### config.mk
export PLATFORM = sky130hd
export DESIGN_NAME = async_split_seq
export DESIGN_NICKNAME = d
export VERILOG_FILES = /design/src/rtl/split_seq_pkg.sv /design/src/rtl/split_err_budget.sv /design/src/rtl/split_phase_fsm.sv /design/src/rtl/split_token_fmt.sv /design/src/rtl/async_split_seq.sv
export SDC_FILE = /design/constraint.sdc
export NUM_CORES = 1
export LEC_CHECK = 0
export BUFFER_PORTS_ARGS = -buffer_cell sky130_fd_sc_hd__buf_2
export CAP_MARGIN = 0
export CORE_MARGIN = 3
export CORE_UTILIZATION = 37
export CTS_CLUSTER_DIAMETER = 120
export CTS_CLUSTER_SIZE = 14
export DETAILED_ROUTE_END_ITERATION = 10
export PLACE_DENSITY = 0.82
export SETUP_SLACK_MARGIN = 0.3
export SYNTH_ARGS = -nofsm -noshare
export SYNTH_HDL_FRONTEND = slang
export SYNTH_HIERARCHICAL = 1
export SYNTH_SLANG_ARGS = --single-unit
### constraint.sdc
create_clock -name clk -period 2.45 [get_ports clk]
set_input_delay 0.3675 -clock clk [delete_from_list [all_inputs] [get_ports clk]]
set_output_delay 0.3675 -clock clk [all_outputs]
set_load 0.03 [all_outputs]
### src/rtl/split_seq_pkg.sv
package split_seq_pkg;

   typedef enum logic {
      PH_START    = 1'b0,
      PH_COMPLETE = 1'b1
   } phase_e;

   typedef enum logic [2:0] {
      EV_NONE  = 3'd0,
      EV_XERR  = 3'd1,
      EV_STALL = 3'd2,
      EV_NYET  = 3'd3,
      EV_NAK   = 3'd4,
      EV_ACK   = 3'd5
   } evt_e;

   localparam logic [1:0] SPD_FULL = 2'b00;
   localparam logic [1:0] SPD_LOW  = 2'b01;
   localparam logic [1:0] SPD_HIGH = 2'b10;

   localparam logic [1:0] ET_CTRL  = 2'b00;
   localparam logic [1:0] ET_BULK  = 2'b10;

   // Strongest outcome wins when strobes coincide.
   function automatic evt_e pick_event(input logic ack, input logic nak,
                                       input logic nyet, input logic stall,
                                       input logic xerr);
      if (xerr)       return EV_XERR;
      else if (stall) return EV_STALL;
      else if (nyet)  return EV_NYET;
      else if (nak)   return EV_NAK;
      else if (ack)   return EV_ACK;
      else            return EV_NONE;
   endfunction

endpackage

### src/rtl/split_err_budget.sv
module split_err_budget #(
   parameter int CERR_W     = 2,
   parameter int CERR_RESET = 3
) (
   input  logic              clk,
   input  logic              rst_n,
   input  logic              load,
   input  logic [CERR_W-1:0] load_val,
   input  logic              dec,
   output logic [CERR_W-1:0] cnt,
   output logic              hit_zero
);
   localparam logic [CERR_W-1:0] RST_VAL = CERR_W'(CERR_RESET);
   localparam logic [CERR_W-1:0] ONE     = CERR_W'(1);

   logic [CERR_W-1:0] cnt_q;

   always_ff @(posedge clk or negedge rst_n) begin
      if (!rst_n)
         cnt_q <= RST_VAL;
      else if (load)
         cnt_q <= load_val;
      else if (dec && (cnt_q != '0))
         cnt_q <= cnt_q - ONE;
   end

   assign cnt      = cnt_q;
   assign hit_zero = dec && !load && (cnt_q == ONE);
endmodule

### src/rtl/split_phase_fsm.sv
module split_phase_fsm
   import split_seq_pkg::*;
(
   input  logic   clk,
   input  logic   rst_n,
   input  logic   init,
   input  logic   active,
   input  evt_e   evt,
   input  logic   budget_out,
   output phase_e phase,
   output logic   halted,
   output logic   xact_err,
   output logic   done
);
   phase_e phase_q;
   logic   halt_q, xerr_q, done_q;

   always_ff @(posedge clk or negedge rst_n) begin
      if (!rst_n) begin
         phase_q <= PH_START;
         halt_q  <= 1'b0;
         xerr_q  <= 1'b0;
         done_q  <= 1'b0;
      end else begin
         done_q <= 1'b0;
         if (init) begin
            phase_q <= PH_START;
            halt_q  <= 1'b0;
            xerr_q  <= 1'b0;
         end else if (active) begin
            unique case (phase_q)
               PH_START: begin
                  if (evt == EV_ACK)
                     phase_q <= PH_COMPLETE;
                  else if ((evt == EV_XERR) && budget_out)
                     halt_q <= 1'b1;
               end
               PH_COMPLETE: begin
                  unique case (evt)
                     EV_XERR: begin
                        xerr_q <= 1'b1;
                        if (budget_out) halt_q <= 1'b1;
                     end
                     EV_STALL: halt_q  <= 1'b1;
                     EV_NAK:   phase_q <= PH_START;
                     EV_ACK: begin
                        phase_q <= PH_START;
                        done_q  <= 1'b1;
                     end
                     default: ;
                  endcase
               end
               default: phase_q <= PH_START;
            endcase
         end
      end
   end

   assign phase    = phase_q;
   assign halted   = halt_q;
   assign xact_err = xerr_q;
   assign done     = done_q;
endmodule

### src/rtl/split_token_fmt.sv
module split_token_fmt
   import split_seq_pkg::*;
#(
   parameter int HUB_W  = 7,
   parameter int PORT_W = 7
) (
   input  logic              slot_go,
   input  logic              enable,
   input  phase_e            phase,
   input  logic              ctrl,
   input  logic [HUB_W-1:0]  hub,
   input  logic [PORT_W-1:0] port,
   output logic              valid,
   output logic              kind,
   output logic [HUB_W-1:0]  tok_hub,
   output logic [PORT_W-1:0] tok_port,
   output logic [1:0]        tok_ept
);
   assign valid    = slot_go && enable;
   assign kind     = (phase == PH_COMPLETE);
   assign tok_hub  = hub;
   assign tok_port = port;
   assign tok_ept  = ctrl ? ET_CTRL : ET_BULK;
endmodule

### src/rtl/async_split_seq.sv
module async_split_seq
   import split_seq_pkg::*;
#(
   parameter int HUB_W      = 7,
   parameter int PORT_W     = 7,
   parameter int CERR_W     = 2,
   parameter int CERR_RESET = 3
) (
   input  logic              clk,
   input  logic              rst_n,
   input  logic              cfg_init,
   input  logic [1:0]        cfg_speed,
   input  logic              cfg_ctrl,
   input  logic [HUB_W-1:0]  cfg_hub,
   input  logic [PORT_W-1:0] cfg_port,
   input  logic [CERR_W-1:0] cfg_cerr,
   input  logic              slot_go,
   input  logic              rsp_ack,
   input  logic              rsp_nak,
   input  logic              rsp_nyet,
   input  logic              rsp_stall,
   input  logic              rsp_xerr,
   output logic              req_valid,
   output logic              req_kind,
   output logic [HUB_W-1:0]  req_hub,
   output logic [PORT_W-1:0] req_port,
   output logic [1:0]        req_ept,
   output logic              split_phase,
   output logic [CERR_W-1:0] err_cnt,
   output logic              halted,
   output logic              xact_err,
   output logic              done
);
   localparam int CERR_MAX = (1 << CERR_W) - 1;

   generate
      if (HUB_W < 1 || PORT_W < 1)
         $error("address and port widths must be at least one bit");
      if (CERR_W < 1 || CERR_W > 8)
         $error("error budget width out of range");
      if (CERR_RESET < 0 || CERR_RESET > CERR_MAX)
         $error("reset budget does not fit the counter");
   endgenerate

   logic   split_en, active, budget_out;
   evt_e   evt;
   phase_e phase;

   assign split_en = (cfg_speed == SPD_FULL) || (cfg_speed == SPD_LOW);
   assign active   = split_en && !halted;
   assign evt      = pick_event(rsp_ack, rsp_nak, rsp_nyet, rsp_stall, rsp_xerr);

   split_err_budget #(.CERR_W(CERR_W), .CERR_RESET(CERR_RESET)) u_budget (
      .clk      (clk),
      .rst_n    (rst_n),
      .load     (cfg_init),
      .load_val (cfg_cerr),
      .dec      (active && (evt == EV_XERR)),
      .cnt      (err_cnt),
      .hit_zero (budget_out)
   );

   split_phase_fsm u_fsm (
      .clk        (clk),
      .rst_n      (rst_n),
      .init       (cfg_init),
      .active     (active),
      .evt        (evt),
      .budget_out (budget_out),
      .phase      (phase),
      .halted     (halted),
      .xact_err   (xact_err),
      .done       (done)
   );

   split_token_fmt #(.HUB_W(HUB_W), .PORT_W(PORT_W)) u_tok (
      .slot_go  (slot_go),
      .enable   (active),
      .phase    (phase),
      .ctrl     (cfg_ctrl),
      .hub      (cfg_hub),
      .port     (cfg_port),
      .valid    (req_valid),
      .kind     (req_kind),
      .tok_hub  (req_hub),
      .tok_port (req_port),
      .tok_ept  (req_ept)
   );

   assign split_phase = phase;
endmodule

== Word level (Yosys, flattened, before mapping) ==
Index checks and enable logic that the tools add are counted.
Cells by class
  add/sub/neg operators: 1
  equality and inequality tests: 10
  multiplexer cells: 27
  bitwise logic cells: 1
  reduce and logical (&&, ||, !) cells: 19
Operators with widths (number)
  1-bit 2-to-1 mux: 16
  3-bit 2-to-1 mux: 5
  2-bit nonzero test: 5
  1-bit logical AND: 7
  3-bit equality test, second input constant: 2
  2-bit 2-to-1 mux: 3
  1-bit one-hot mux with 2 select lines: 3
  5-bit AND reduction: 1
  2-bit by 1-bit equality test with 1-bit output, second input constant: 2
  4-bit by 3-bit != test with 1-bit output, second input constant: 1
  4-bit != test, second input constant: 1
  3-bit by 1-bit equality test with 1-bit output, second input constant: 1
  3-bit by 2-bit equality test with 1-bit output, second input constant: 1
  3-bit by 2-bit != test with 1-bit output, second input constant: 1
  3-bit != test, second input constant: 1
  3-bit AND reduction: 1
  1-bit zero test: 2
  2-bit zero test: 1
  2-bit OR reduction: 1
  2-bit by 1-bit subtractor with 2-bit output, second input constant: 1
  1-bit logical OR: 1
  1-bit inverter: 1
Storage, ports and cells
  register bits after elaboration: 6
  input port bits: 28

== Longest topological paths before layout ==
  word-level depth: 15
  depth in mapped cells: 6
  depth with buffers taken out: 6

== Cells and area by module ==
Netlist, hierarchy kept.
Modules (own cells, without submodules)
  split_phase_fsm: times used 1, cells each 19, area an instance 190.2 µm²
  split_err_budget: times used 1, cells each 14, area an instance 156.4 µm²
  split_token_fmt: times used 1, cells each 19, area an instance 133.9 µm²
  async_split_seq: times used 1, cells each 9, area an instance 47.5 µm²

== Worst setup path before layout ==
No wires, ideal clock.
  path type: reg2reg
  start point: register u_fsm.halt_q, in the netlist u_fsm/halted
  end point: register u_fsm.halt_q, in the netlist u_fsm/halted
  library setup time: 123 ps
  data arrival time: 1696 ps
  data required time: 2327 ps
  slack: 632 ps
  stages on the path, launching flop included: 7
  path buffers: 0
  clock period less this slack: 1818 ps
  cell sequence: dfrtp_1 > nor2_1 > and2_1 > and3b_2 > or3b_2 > a31oi_1 > nor3_1
Between the ends
  word-level cells in the longest chain between the ends: 8
  elaborated cells on any way between the ends: 10
  those cells by class: eq/ne: 2; reduce/logical: 8
RTL lines
  from (decl): line split_phase_fsm.sv:16  | logic halt_q, xerr_q, done_q;
  from (signal assigned): line split_phase_fsm.sv:21  | halt_q <= 1'b0;
  from (signal assigned): line split_phase_fsm.sv:28  | halt_q <= 1'b0;
  from (signal assigned): line split_phase_fsm.sv:36  | halt_q <= 1'b1;
  1-bit zero test (*): line async_split_seq.sv:50  | assign active = split_en && !halted;
  1-bit logical AND (*): line async_split_seq.sv:50
  via active: line async_split_seq.sv:45  | logic split_en, active, budget_out;
  1-bit logical AND (*): line async_split_seq.sv:58  | .dec (active && (evt == EV_XERR)),
  1-bit logical AND (*) (2 in a row): line split_err_budget.sv:28  | assign hit_zero = dec && !load && (cnt_q == ONE);
  via budget_out: line async_split_seq.sv:45
  1-bit logical AND: line split_phase_fsm.sv:35  | else if ((evt == EV_XERR) && budget_out)
  3-bit by 2-bit != test with 1-bit output (no source line)
  5-bit AND reduction (no source line) (*)
The timed path passes the listed nets; every way through them passes the cells marked *.
A chain may end at the register's enable or synchronous reset.

== Worst setup path after layout ==
  start point: register u_budget.cnt_q[1], in the netlist u_budget/cnt[1]
  end point: register u_fsm.halt_q, in the netlist u_fsm/halted
Between the ends
  word-level cells in the longest chain between the ends: 5
  elaborated cells on any way between the ends: 6
  those cells by class: eq/ne: 3; reduce/logical: 3
RTL lines
  from (decl): line split_err_budget.sv:16  | logic [CERR_W-1:0] cnt_q;
  from (signal assigned): line split_err_budget.sv:22  | cnt_q <= load_val;
  from (signal assigned): line split_err_budget.sv:24  | cnt_q <= cnt_q - ONE;
  2-bit by 1-bit equality test with 1-bit output (*): line split_err_budget.sv:28
  1-bit logical AND (*): line split_err_budget.sv:28
  via budget_out: line async_split_seq.sv:45
  1-bit logical AND: line split_phase_fsm.sv:35
  3-bit by 2-bit != test with 1-bit output (no source line)
  5-bit AND reduction (no source line) (*)
  to (signal assigned): line split_phase_fsm.sv:36
  to (signal assigned): line split_phase_fsm.sv:42  | if (budget_out) halt_q <= 1'b1;
  to (signal assigned): line split_phase_fsm.sv:44  | EV_STALL: halt_q <= 1'b1;
Marked as above.

==> run metrics <==
Final Util=between 40% and 50%; worst-path fanout max=3; Crit path max-delay family=simple AND/OR/NAND/NOR gates; clk_lat worst skew=between 0.2 and 0.25 ns; Post-CTS Setup Inserts=0; Achievable Freq=580.9 MHz; Area Overhead vs Synth=7.346%; DRT iter0 DRCs=8; initial core utilization=between 40% and 50%; CP max-delay cell=dfstp_2; Lkg Pwr=between 0.2 and 0.3 nW; r2r startpoint=u_budget/cnt[1]$_DFFE_PN1P_; Total Nets Final=102; TritonCTS clock tree=yes; Vias=435; prevailing post-synth register cell=dfrtp_1; diode count=0; Yosys reg bits=6; row count=12; final setup vio count=0; num ports=52; Yosys Warn Count=6; period utilization=70.26%; total CTS buffers=3; Synth Instances=61; Sum Neg Setup Slack=0 ns; number of gates resized after cts=0; syn_nets=91; Critical Path Start=u_budget/cnt[1]$_DFFE_PN1P_; status=finished, final reports clean; die area=1916 um^2; EDFF count, synth=0; RSZ-0062 raised after global routing=false; kind of critical path=reg2reg; Worst EP required=between 2 and 3 ns; vias per cell=5.118; Fin. Hold Viols=0; worst hold path class=in2reg; GR Util All Layers=11.38%; height of the die=43.78 um; Netlist Area Pre-Place=approximately 530 um^2; first-pass GRT wire length=1600 um; layout cells sized above 1=40.85%; skew final=0.005772 ns; DR pass1 iterations=4; GRT Residual Overflow=0; syn_area_per_cell=~8.7 um^2; DP Wirelength=805.4 um; critical path arrival=about 1.8 ns; Async SR Flop Fraction=100.0%; Cell Pwr Density=509.7 nW/um^2; Routed WL per cell=12.00 um; port bufs=21; largest net degree at the start of global routing=12; total power=0.2889 mW; Slew Limit Fails=0; Hold Crit Start=cfg_cerr[1]; final WL=1020 um; Final GP Congestion=0.6580; sequential fraction of the synthesis area=28.91%; antenna violations before repair=0; Die Wd=between 40 and 50 um; CTS sink count=6; Largest stage delay, worst path=between 0.5 and 0.6 ns; Yosys cell types=28; vias in the first global route=408; number of max-cap violations=0; Bufs and invs on worst path=1; worst path cell trace=inv_1, ha_1, and3b_2, or3b_2, a31oi_1, nor3_1; worst-case clock buffer depth=2; post-route ant nets=0; remaining routing DRC violations=0; Worst-path clk slew=0.05 ns; Startpoint Class=register; Tmin final=1.721 ns; root buffer cell=clkbuf_4; worst ir drop on vdd=0.1549 mV; CTS Hold Bufs=1; Core Region=1216 um^2; number of H-tree levels=1; CP endpoint kind=register
stage by stage:
| stage | hold slack [ns] | cell area (um^2) | setup slack [ns] | instances |
|---|---|---|---|---|
| after detailed placement | 0.1938 | 530.5 | 0.7282 | 80 |
| after global routing | 0.3858 | 566.8 | 0.6622 | 85 |
| after floorplan | 0.07191 | 528.0 | 0.6315 | 61 |
| after CTS | 0.3678 | 566.8 | 0.7289 | 85 |
| final | 0.3852 | 566.8 | 0.7286 | 85 |
| after global placement | 0.1887 | 530.5 | 0.7387 | 80 |
sequential cells by signal, indices dropped and copies added, names as in the netlist:
name            cells
u_budget/cnt        2
u_fsm/done          1
u_fsm/halted        1
u_fsm/phase         1
u_fsm/xact_err      1
power breakdown:
| part | internal (mW) | total [mW] | switching [mW] |
|---|---|---|---|
| sequential | 0.108 | 0.114 | 0.00591 |
| combinational | 0.0331 | 0.0793 | 0.0462 |
| clock | 0.0616 | 0.0957 | 0.0341 |
worst paths after layout:
kind                                               end  cells past startpoint  slack [ns]
max in group asynchronous  u_budget/cnt[0]$_DFFE_PN1P_                      2        1.75
min reg2reg                 u_fsm/xact_err$_DFFE_PN0P_                      2        0.51
min in group asynchronous      u_fsm/phase$_DFFE_PN0P_                      2        0.48
min                        u_budget/cnt[1]$_DFFE_PN1P_                      2        0.39
max                           u_fsm/halted$_DFFE_PN0P_                      6        0.73
max reg2reg                   u_fsm/halted$_DFFE_PN0P_                      6        0.73
cells in the mapped netlist (all sizes together) (2+ instances only):
cell type	instances	area share (%)
inv	5	3.6
nor2	5	3.6
ha	2	4.7
dfstp	2	10
nor3	3	2.8
and2b	2	3.3
and2	2	2.4
buf	16	23
a221o	2	3.8
nor4b	2	3.3
and3b	2	3.6
dfrtp	4	19
cell type report:
type / count / area (um^2)
inverters: 5 / 18.77
flip-flops and latches: 6 / 152.6
repair buffers: 22 / 115.1
clock buffers: 4 / 26.28
multi-input cells: 34 / 236.5
well taps: 14 / 17.52
fillers: 116 / 649.4
worst reg2reg max path, stage by stage, from the launching register on:
cell     delay (ns)
dfstp_2        0.54
inv_1          0.06
ha_1           0.17
and3b_2        0.18
or3b_2         0.43
a31oi_1        0.17
nor3_1         0.06
cells in the final DEF, fill, tap and decap left out:
cell type	count
and2b_1	1
and2b_4	1
clkbuf_4	3
nor2b_1	1
nor4b_1	2
ha_1	2
a31oi_1	1
and2_1	2
clkbuf_1	1
nand2b_1	1
o21ai_0	1
a41oi_1	1
or3b_2	1
nor3_1	3
and3b_2	1
dlygate4sd3_1	1
conb_1	1
or4b_1	1
nor2_1	5
and3b_1	1
a211o_1	1
dfrtp_1	4
buf_2	21
nor3b_1	1
nor4_1	1
nand3_1	1
dfstp_2	2
a221o_1	2
a21oi_1	1
inv_1	5
nand2_1	1
layer usage:
metal	vias to the layer above	share of wire [%]	global-route usage [%]
met5	-	0	0
met4	0	2.3	13.25
met2	19	46	16.86
li1	214	-	-
met1	198	43	12.71
met3	4	8.5	1.660
cell families after synthesis:
kind of cell / synth area share [%]
compound gates: 10.19
fa+ha+maj: 4.739
buf+inv: 26.30
flops: 28.91
other cells: 0.7102
simple gates: 29.15
Power figures use the tool's default switching activity.
